$ cat config.mk
export PLATFORM = sky130hd
export DESIGN_NAME = serdes_rx_ovr_seq
export DESIGN_NICKNAME = d
export VERILOG_FILES = /design/src/rtl/serdes_ovr_pkg.sv /design/src/rtl/dly_timer.sv /design/src/rtl/cr_xact.sv /design/src/rtl/serdes_rx_ovr_seq.sv
export SDC_FILE = /design/constraint.sdc
export NUM_CORES = 1
export LEC_CHECK = 0
export ABC_AREA = 0
export CAP_MARGIN = 20
export CORE_MARGIN = 5
export CORE_UTILIZATION = 40
export DETAILED_ROUTE_END_ITERATION = 7
export SETUP_SLACK_MARGIN = 0.02
export SLEW_MARGIN = 5
export SYNTH_ARGS = -nofsm -noshare
export SYNTH_HDL_FRONTEND = slang
export SYNTH_SLANG_ARGS = --single-unit
$ cat constraint.sdc
create_clock -name clk -period 5.25 [get_ports clk]
set_input_delay 0.7875 -clock clk [delete_from_list [all_inputs] [get_ports clk]]
set_output_delay 0.7875 -clock clk [all_outputs]
set_load 0.05 [all_outputs]
$ cat src/rtl/serdes_ovr_pkg.sv
package serdes_ovr_pkg;
  localparam logic [15:0] STAT_REG  = 16'h2002;
  localparam logic [15:0] OVR_REG   = 16'h2005;
  localparam logic [15:0] EN_BIT    = 16'h4000;
  localparam logic [15:0] MODE_FLD  = 16'h0700;
  localparam logic [15:0] MODE_SET  = 16'h0300;
  localparam logic [15:0] LRST_BIT  = 16'h0800;
  localparam int          WR_STEPS  = 5;

  typedef enum logic [2:0] {
    S_IDLE, S_READ, S_WRITE, S_SETTLE, S_DONE
  } seq_state_t;

  typedef enum logic [2:0] {
    X_IDLE, X_WRDY, X_ISSUE, X_GAP, X_FIN
  } xact_state_t;
endpackage

$ cat src/rtl/dly_timer.sv
module dly_timer #(
  parameter int MAXV = 16
) (
  input  logic clk,
  input  logic rst_n,
  input  logic load,
  output logic expired
);
  localparam int CW = $clog2(MAXV + 1);

  logic [CW-1:0] cnt_q, cnt_d;
  logic          cnt_en;

  always_comb begin
    cnt_en = load || (cnt_q != '0);
    cnt_d  = load ? CW'(MAXV) : cnt_q - 1'b1;
  end

  always_ff @(posedge clk or negedge rst_n) begin
    if (!rst_n)      cnt_q <= '0;
    else if (cnt_en) cnt_q <= cnt_d;
  end

  assign expired = (cnt_q == '0);
endmodule

$ cat src/rtl/cr_xact.sv
module cr_xact
  import serdes_ovr_pkg::*;
#(
  parameter int GAP_CYC = 1250
) (
  input  logic        clk,
  input  logic        rst_n,
  input  logic        req,
  input  logic        req_wr,
  input  logic [15:0] req_addr,
  input  logic [15:0] req_wdata,
  output logic        ack,
  output logic [15:0] rdata,
  output logic [15:0] cr_addr,
  output logic [15:0] cr_wdata,
  input  logic [15:0] cr_rdata,
  output logic        cr_wr,
  output logic        cr_start,
  input  logic        cr_busy
);
  localparam int GW = $clog2(GAP_CYC + 1);

  xact_state_t xs_q, xs_d;
  logic [15:0] addr_q, wdata_q;
  logic        wr_q, cap_en, gap_done;

  dly_timer #(.MAXV(GAP_CYC)) u_gap (
    .clk(clk), .rst_n(rst_n), .load(xs_q == X_ISSUE), .expired(gap_done)
  );

  always_comb begin
    xs_d   = xs_q;
    cap_en = 1'b0;
    unique case (xs_q)
      X_IDLE:  if (req) begin xs_d = X_WRDY; cap_en = 1'b1; end
      X_WRDY:  if (!cr_busy) xs_d = X_ISSUE;
      X_ISSUE: xs_d = X_GAP;
      X_GAP:   if (gap_done) xs_d = X_FIN;
      X_FIN:   if (!cr_busy) xs_d = X_IDLE;
      default: xs_d = X_IDLE;
    endcase
  end

  always_ff @(posedge clk or negedge rst_n) begin
    if (!rst_n) xs_q <= X_IDLE;
    else        xs_q <= xs_d;
  end

  always_ff @(posedge clk or negedge rst_n) begin
    if (!rst_n) begin
      addr_q <= '0; wdata_q <= '0; wr_q <= 1'b0;
    end else if (cap_en) begin
      addr_q <= req_addr; wdata_q <= req_wdata; wr_q <= req_wr;
    end
  end

  assign cr_addr  = addr_q;
  assign cr_wdata = wdata_q;
  assign cr_wr    = wr_q;
  assign cr_start = (xs_q == X_ISSUE);
  assign ack      = (xs_q == X_FIN) && !cr_busy;
  assign rdata    = cr_rdata;

  // Independent spacing monitor for the strobe
  logic [GW-1:0] since_q;
  logic          seen_q;
  always_ff @(posedge clk or negedge rst_n) begin
    if (!rst_n) begin
      since_q <= '0; seen_q <= 1'b0;
    end else if (cr_start) begin
      since_q <= '0; seen_q <= 1'b1;
    end else if (since_q != GW'(GAP_CYC)) begin
      since_q <= since_q + 1'b1;
    end
  end

  p_start_gap_r6: assert property (@(posedge clk) disable iff (!rst_n)
    (cr_start && seen_q) |-> (since_q >= GW'(GAP_CYC - 1)));
  p_start_pulse_r7: assert property (@(posedge clk) disable iff (!rst_n)
    cr_start |=> !cr_start);
  p_start_after_idle_r6: assert property (@(posedge clk) disable iff (!rst_n)
    $rose(cr_start) |-> $past(!cr_busy));
endmodule

$ cat src/rtl/serdes_rx_ovr_seq.sv
module serdes_rx_ovr_seq
  import serdes_ovr_pkg::*;
#(
  parameter int LANES      = 4,
  parameter int GAP_CYC    = 1250,
  parameter int SETTLE_CYC = 750000,
  parameter int POLL_MAX   = 1000,
  localparam int LANE_W    = (LANES > 1) ? $clog2(LANES) : 1
) (
  input  logic              clk,
  input  logic              rst_n,
  input  logic              cmd_valid,
  input  logic              cmd_op,
  input  logic [LANE_W-1:0] cmd_lane,
  output logic [15:0]       cr_addr,
  output logic [15:0]       cr_wdata,
  input  logic [15:0]       cr_rdata,
  output logic              cr_wr,
  output logic              cr_start,
  input  logic              cr_busy,
  output logic              done
);
  localparam int PW = $clog2(POLL_MAX + 1);

  // reset: asynchronous assert, synchronous release
  logic [1:0] rsync_q;
  logic       rst_i_n;
  always_ff @(posedge clk or negedge rst_n) begin
    if (!rst_n) rsync_q <= 2'b00;
    else        rsync_q <= {rsync_q[0], 1'b1};
  end
  assign rst_i_n = rsync_q[1];

  seq_state_t        st_q, st_d;
  logic              op_q;
  logic [LANE_W-1:0] lane_q;
  logic [15:0]       val_q;
  logic [PW-1:0]     poll_q;
  logic [2:0]        idx_q;
  logic              take_cmd, take_rd, poll_inc, idx_inc, idx_clr;
  logic              req, ack, settle_load, settle_exp;
  logic [15:0]       rdata, req_addr, req_wdata, lane_off;
  logic [15:0]       base_v, en_v, mode_v;

  cr_xact #(.GAP_CYC(GAP_CYC)) u_xact (
    .clk(clk), .rst_n(rst_i_n), .req(req), .req_wr(st_q == S_WRITE),
    .req_addr(req_addr), .req_wdata(req_wdata), .ack(ack), .rdata(rdata),
    .cr_addr(cr_addr), .cr_wdata(cr_wdata), .cr_rdata(cr_rdata),
    .cr_wr(cr_wr), .cr_start(cr_start), .cr_busy(cr_busy)
  );

  dly_timer #(.MAXV(SETTLE_CYC)) u_settle (
    .clk(clk), .rst_n(rst_i_n), .load(settle_load), .expired(settle_exp)
  );

  // lane addressing and write values
  always_comb begin
    lane_off = 16'({lane_q, 8'h00});
    base_v   = val_q & ~EN_BIT;
    en_v     = base_v | EN_BIT;
    mode_v   = (en_v & ~MODE_FLD) | MODE_SET;
    req      = (st_q == S_READ) || (st_q == S_WRITE);
    req_addr = ((st_q == S_READ) ? STAT_REG : OVR_REG) + lane_off;
    if (!op_q) req_wdata = base_v;
    else begin
      unique case (idx_q)
        3'd0:    req_wdata = base_v;
        3'd1:    req_wdata = en_v;
        3'd3:    req_wdata = mode_v | LRST_BIT;
        default: req_wdata = mode_v;
      endcase
    end
  end

  // next state
  always_comb begin
    st_d = st_q;
    take_cmd = 1'b0; take_rd = 1'b0; poll_inc = 1'b0;
    idx_inc = 1'b0; idx_clr = 1'b0; settle_load = 1'b0;
    unique case (st_q)
      S_IDLE: if (cmd_valid) begin st_d = S_READ; take_cmd = 1'b1; end
      S_READ: if (ack) begin
        take_rd = 1'b1;
        if (!op_q || !rdata[0] || (poll_q == PW'(POLL_MAX - 1))) begin
          st_d = S_WRITE; idx_clr = 1'b1;
        end else poll_inc = 1'b1;
      end
      S_WRITE: if (ack) begin
        if (!op_q) st_d = S_DONE;
        else if (idx_q == 3'(WR_STEPS - 1)) begin
          st_d = S_SETTLE; settle_load = 1'b1;
        end else idx_inc = 1'b1;
      end
      S_SETTLE: if (settle_exp) st_d = S_DONE;
      S_DONE:   st_d = S_IDLE;
      default:  st_d = S_IDLE;
    endcase
  end

  always_ff @(posedge clk or negedge rst_i_n) begin
    if (!rst_i_n) st_q <= S_IDLE;
    else          st_q <= st_d;
  end

  always_ff @(posedge clk or negedge rst_i_n) begin
    if (!rst_i_n) begin
      op_q <= 1'b0; lane_q <= '0; val_q <= '0; poll_q <= '0; idx_q <= '0;
    end else begin
      if (take_cmd) begin
        op_q <= cmd_op; lane_q <= cmd_lane; poll_q <= '0;
      end
      if (take_rd)  val_q  <= rdata;
      if (poll_inc) poll_q <= poll_q + 1'b1;
      if (idx_clr)       idx_q <= '0;
      else if (idx_inc)  idx_q <= idx_q + 1'b1;
    end
  end

  assign done = (st_q == S_DONE);

  p_lane_addr_r1: assert property (@(posedge clk) disable iff (!rst_i_n)
    cr_start |-> (cr_addr[15:8] == (8'h20 + 8'(lane_q))));
  p_poll_bound_r3: assert property (@(posedge clk) disable iff (!rst_i_n)
    poll_q < PW'(POLL_MAX));
  p_settle_hold_r5: assert property (@(posedge clk) disable iff (!rst_i_n)
    (st_q == S_SETTLE && !settle_exp) |=> (st_q == S_SETTLE));
  p_done_pulse_r7: assert property (@(posedge clk) disable iff (!rst_i_n)
    done |=> !done);
  p_busy_ignore_r8: assert property (@(posedge clk) disable iff (!rst_i_n)
    (st_q != S_IDLE && cmd_valid) |=> ($stable(lane_q) && $stable(op_q)));
  p_quiet_idle_r9: assert property (@(posedge clk) disable iff (!rst_i_n)
    (st_q == S_IDLE) |-> (!cr_start && !done));
endmodule

## Word-level counts from Yosys, hierarchy flattened

Cells that the tools add are included.

| word-level totals | value |
|---|---|
| input port bits | 23 |
| logic and storage cells | 102 |
| flip-flop bits (word level) | 104 |
| output and inout bits | 35 |

| operators by class | value |
|---|---|
| equal/unequal tests | 22 |
| add/subtract/negate cells | 5 |
| muxes and demuxes | 42 |
| reduce and logical (&&, ||, !) cells | 20 |

Operator list:

| kind | number |
|---|---|
| $pmux W15 S3 | 1 |
| $mux W3 | 14 |
| $logic_not A20 Y1 | 1 |
| $mux W1 | 20 |
| $mux W10 | 2 |
| $mux W20 | 1 |
| $reduce_bool A20 Y1 | 1 |
| $sub A20 B1 Y20 const B | 1 |
| $add A14 B10 Y15 | 1 |
| $eq A3 B2 Y1 const B | 5 |
| $mux W15 | 1 |
| $pmux W3 S5 | 1 |
| $ne A2 B2 Y1 const B | 7 |
| $pmux W3 S4 | 1 |
| $logic_not A11 Y1 | 1 |
| $mux W11 | 1 |
| $reduce_bool A11 Y1 | 1 |
| $sub A11 B1 Y11 const B | 1 |
| $add A10 B1 Y10 const B | 1 |
| $eq A10 B10 Y1 const B | 1 |
| $eq A3 B1 Y1 const B | 3 |
| $eq A3 B3 Y1 const B | 3 |
| $logic_not A3 Y1 | 3 |
| $reduce_and A6 Y1 | 1 |
| other kinds (8) | 16 |

## Longest topological paths before layout

| depth | value |
|---|---|
| depth after elaboration | 7 |
| gate-level depth with buffers | 8 |

## Modules after synthesis

Synthesis repeated with hierarchy kept, for this count alone.

| second synthesis, totals | value |
|---|---|
| cell total of the unflattened synthesis | 476 |
| area, all modules | 5,202.5 um^2 |

Modules (own cells, without submodules):

| module | times used | area an instance (um^2) | cells an instance | seq. area each (um^2) |
|---|---|---|---|---|
| serdes_rx_ovr_seq | 1 | 1,871.8 | 197 | 900.9 |
| cr_xact | 1 | 1,545.2 | 102 | 900.9 |
| dly_timer (u_settle) | 1 | 1,173.6 | 115 | 500.5 |
| dly_timer (u_xact.u_gap) | 1 | 611.8 | 62 | 275.3 |

## Worst setup path after synthesis

Ideal clock, no wire load.

| timing | value |
|---|---|
| kind | register to output |
| start | register st_q[0] |
| end | output port done |
| path slack | 2.680 ns |
| data required time | 4.463 ns |
| stages on the path, launching flop included | 3 |
| path buffers | 1 |
| arrival time | 1.782 ns |
| cell sequence | dfrtp_1 > clkbuf_1 > nor3b_1 |

| between the ends | value |
|---|---|
| longest elaborated chain between the ends | 1 |

Ends and longest elaborated chain:

| element | line | RTL |
|---|---|---|
| from (decl) | serdes_rx_ovr_seq.sv:34 | `seq_state_t st_q, st_d;` |
| from (signal assigned) | serdes_rx_ovr_seq.sv:102 | `else st_q <= st_d;` |
| $eq A3 B3 Y1 | serdes_rx_ovr_seq.sv:119 | `assign done = (st_q == S_DONE);` |
| to (decl) | serdes_rx_ovr_seq.sv:21 | `output logic done` |

No other way between the ends.

## Worst setup path in the final report

| timing | value |
|---|---|
| start | register u_xact.xs_q[1] |
| end | output port cr_start |

| between the ends | value |
|---|---|
| longest elaborated chain between the ends | 1 |

Ends and longest elaborated chain:

| element | line | RTL |
|---|---|---|
| from (decl) | cr_xact.sv:23 | `xact_state_t xs_q, xs_d;` |
| from (signal assigned) | cr_xact.sv:46 | `else xs_q <= xs_d;` |
| $eq A3 B2 Y1 | cr_xact.sv:60 | `assign cr_start = (xs_q == X_ISSUE);` |
| to (decl) | serdes_rx_ovr_seq.sv:19 | `output logic cr_start,` |

No other way between the ends.

==> flow_metrics.tcl <==
set metrics [dict create \
    cp.arrival_ns 2.24 \
    period_share 0.576 \
    grt.busiest_layer "met2" \
    drtIter0Drc 124 \
    grt_max_degree 50 \
    antenna_cells 0 \
    async_reset_ff_frac 1.00 \
    via_per_inst 5.22 \
    overflow 0 \
    post_cts_buffers 0 \
    reg2reg_depth 5 \
    r2r_end "poll_q[9]$_DFFE_PN0P_" \
    path_cells "nand2_1 > inv_1 > clkdlybuf4s50_1" \
    dr.pass1.iters 4 \
    ant_nets 0 \
    ys_warn_count 0 \
    wl_per_cell_um 14.3 \
    drive_above_1_share 0.140 \
    crit_cells 3 \
    multi_input_area_mm2 0.00205 \
    tightest_slew_ns 0.940 \
    gp_congestion 0.799 \
    synth-edff-count 0 \
    setup_viol 0 \
    num_rows 39 \
    wl_um 8850 \
    hold_class "flop to async pin" \
    cts_tree "done" \
    ys_types 60 \
    path_class "flop to output port" \
    start_util 0.404 \
    cts-root-buf "clkbuf_16" \
    postSynthCellCount 433 \
    area_delta_synth_final_pct 17.9 \
    rsz0062_at_grt "no" \
    ioPinCount 58 \
    cts.sinks 92 \
    grt_pass1_wl_um 15400 \
    htree_levels 3 \
    via_count 3239 \
    maxCapViolations 0 \
    critPathLaunchType "flop" \
    antenna_found_initial 0 \
    synth_area_leaders "dfrtp_1 50%, mux2_2 7.6%, nor2_1 3.2%, nand2_1 2.7%, buf_4 2.6%" \
    vdd_drop_max_v 0.000180 \
    power_density_mw_per_mm2 319 \
    finalSetupTns_ns 0 \
    final_nets 504 \
    synth_top_cell_area_share 0.504 \
    crit_buf_inv 2 \
    outcome "finished clean" \
    met3_usage 0.0540 \
    cp_top_family "buffers and inverters" \
    finClkSkew_ns 0.00755 \
    fin_util 0.476 \
    clockBufferDepth 2 \
    cts_hold_buf 0 \
    path_clk_slew_ns 0.07 \
    grt_pass1_vias 3223 \
    layout_min_cycle_time_ns 3.03 \
    ys_seq_area_frac 0.504 \
    grt.met2_usage 0.218 \
    worst_ep_required_time_ns 4.46 \
    port_buffers 46 \
    n_fill_cell 1063 \
    cts_buffers 9 \
    timing.rr.start "u_xact.xs_q[0]$_DFFE_PN0P_" \
    yosysTopAreaCell "dfrtp_1" \
    grt.total_usage 0.141 \
    drc 0 \
    netlist_area_mm2 0.00457 \
    final_common_cell "dfrtp_1" \
    endpoint_kind "output port" \
    max_slew_margin 0.373 \
    total_power_mw 1.72 \
    worst-path-max-fanout 10 \
    core-area_mm2 0.0113 \
    seqCellArea_mm2 0.00231 \
    hold_violations 0 \
    dp_hpwl_um 6250 \
    reg2reg_slack_ns 2.72 \
    die-height_um 117 \
    ys_ff_latch 92 \
    die_x_um 117 \
    slowest_delay_ns 0.86 \
    p_leak_nw 2.25 \
    syn_avg_cell_area_um2 10.6 \
    fmax_ghz 0.330 \
    mostFrequentLayoutCells "91 x dfrtp_1, 46 x clkdlybuf4s50_1, 39 x nor2_1" \
    die_area_mm2 0.0137 \
    crit_path_top_delay_cell "clkdlybuf4s50_1" \
    cts_resized 0 \
    clkLatencyLatePin_ns 0.34 \
    synth_ff_type "dfrtp_1" \
    maxSlewViolCount 0 \
    grtUsageMet1 0.185 \
]
-- state kept, by name, summed over array words and instances, names as in the netlist, 5 cells and up --
name / cells
u_xact.cr_addr: 5
u_settle.cnt_q: 20
u_xact.cr_wdata: 16
u_xact.u_gap.cnt_q: 11
val_q: 15
poll_q: 10
-- metrics by stage --
step / area [um2] / std cells / setup slack, ns / hold slack, ns
floorplan: 4600 / 442 / 2.50 / 0.331
global placement: 5070 / 603 / 1.96 / 0.335
detailed placement: 5070 / 603 / 1.86 / 0.338
CTS: 5380 / 619 / 2.20 / 0.344
global route: 5390 / 620 / 1.99 / 0.361
finish: 5390 / 620 / 2.22 / 0.312
-- worst max path at each step --
stage	startpoint	endpoint	slack [ns]
2_1_floorplan	rsync_q[1]$_DFF_PN0_	idx_q[0]$_DFFE_PN0P_	2.50
3_3_place_gp	cr_busy	poll_q[3]$_DFFE_PN0P_	1.96
3_5_place_dp	cr_busy	poll_q[9]$_DFFE_PN0P_	1.86
4_1_cts	u_xact.xs_q[0]$_DFFE_PN0P_	cr_start	2.20
5_1_grt	cr_busy	poll_q[6]$_DFFE_PN0P_	1.99
6_report	u_xact.xs_q[1]$_DFFE_PN0P_	cr_start	2.22
-- Yosys cell counts, drive strengths merged, types with 2 or more instances --
cell,n
a211o,2
a211oi,2
a21o,6
a21oi,22
a31oi,4
and2,5
and3,5
and4,2
buf,25
clkbuf,4
conb,2
dfrtp,92
ha,9
inv,16
mux2,31
mux2i,6
nand2,34
nand2b,3
nand3,18
nand4,4
nor2,39
nor2b,2
nor3,14
nor3b,3
nor4,7
nor4b,3
o21ai,17
o22a,2
o31ai,6
or2b,2
or3,6
or3b,3
or4,7
xnor2,10
xor2,9
-- layer usage --
metal  part of all wire  up-vias
met5                  0        -
met4              0.015        0
met3              0.063        9
met2               0.47       55
met1               0.45     1597
li1                   -     1578
-- cell type report --
class / instances / area share
clock inverter: 7 / 0.0165
inverter: 16 / 0.0111
timing repair buffer: 48 / 0.0882
sequential: 92 / 0.428
clock buffer: 9 / 0.0418
tap: 143 / 0.0332
multi-input combinational: 305 / 0.381
-- cell families (layout without fill, tap and decap cells) --
logic type | count (synthesis) | after routing | synth area share
AOI/OAI and AO/OA | 65 | 65 | 0.0882
xor gates and xnor gates | 19 | 19 | 0.0364
adders and majority gates | 9 | 9 | 0.0246
buffers and inverters | 45 | 80 | 0.0542
DFF | 92 | 92 | 0.504
muxes | 37 | 37 | 0.0895
other | 2 | 11 | 0.00164
and+or+nand+nor | 164 | 164 | 0.202
-- power by group --
group | leakage, nW | switching, mW | internal (mW)
Sequential | 1.13 | 0.0550 | 0.758
Clock | 0.152 | 0.299 | 0.383
Combinational | 0.965 | 0.130 | 0.0956
(Power assumes the default switching activity.)
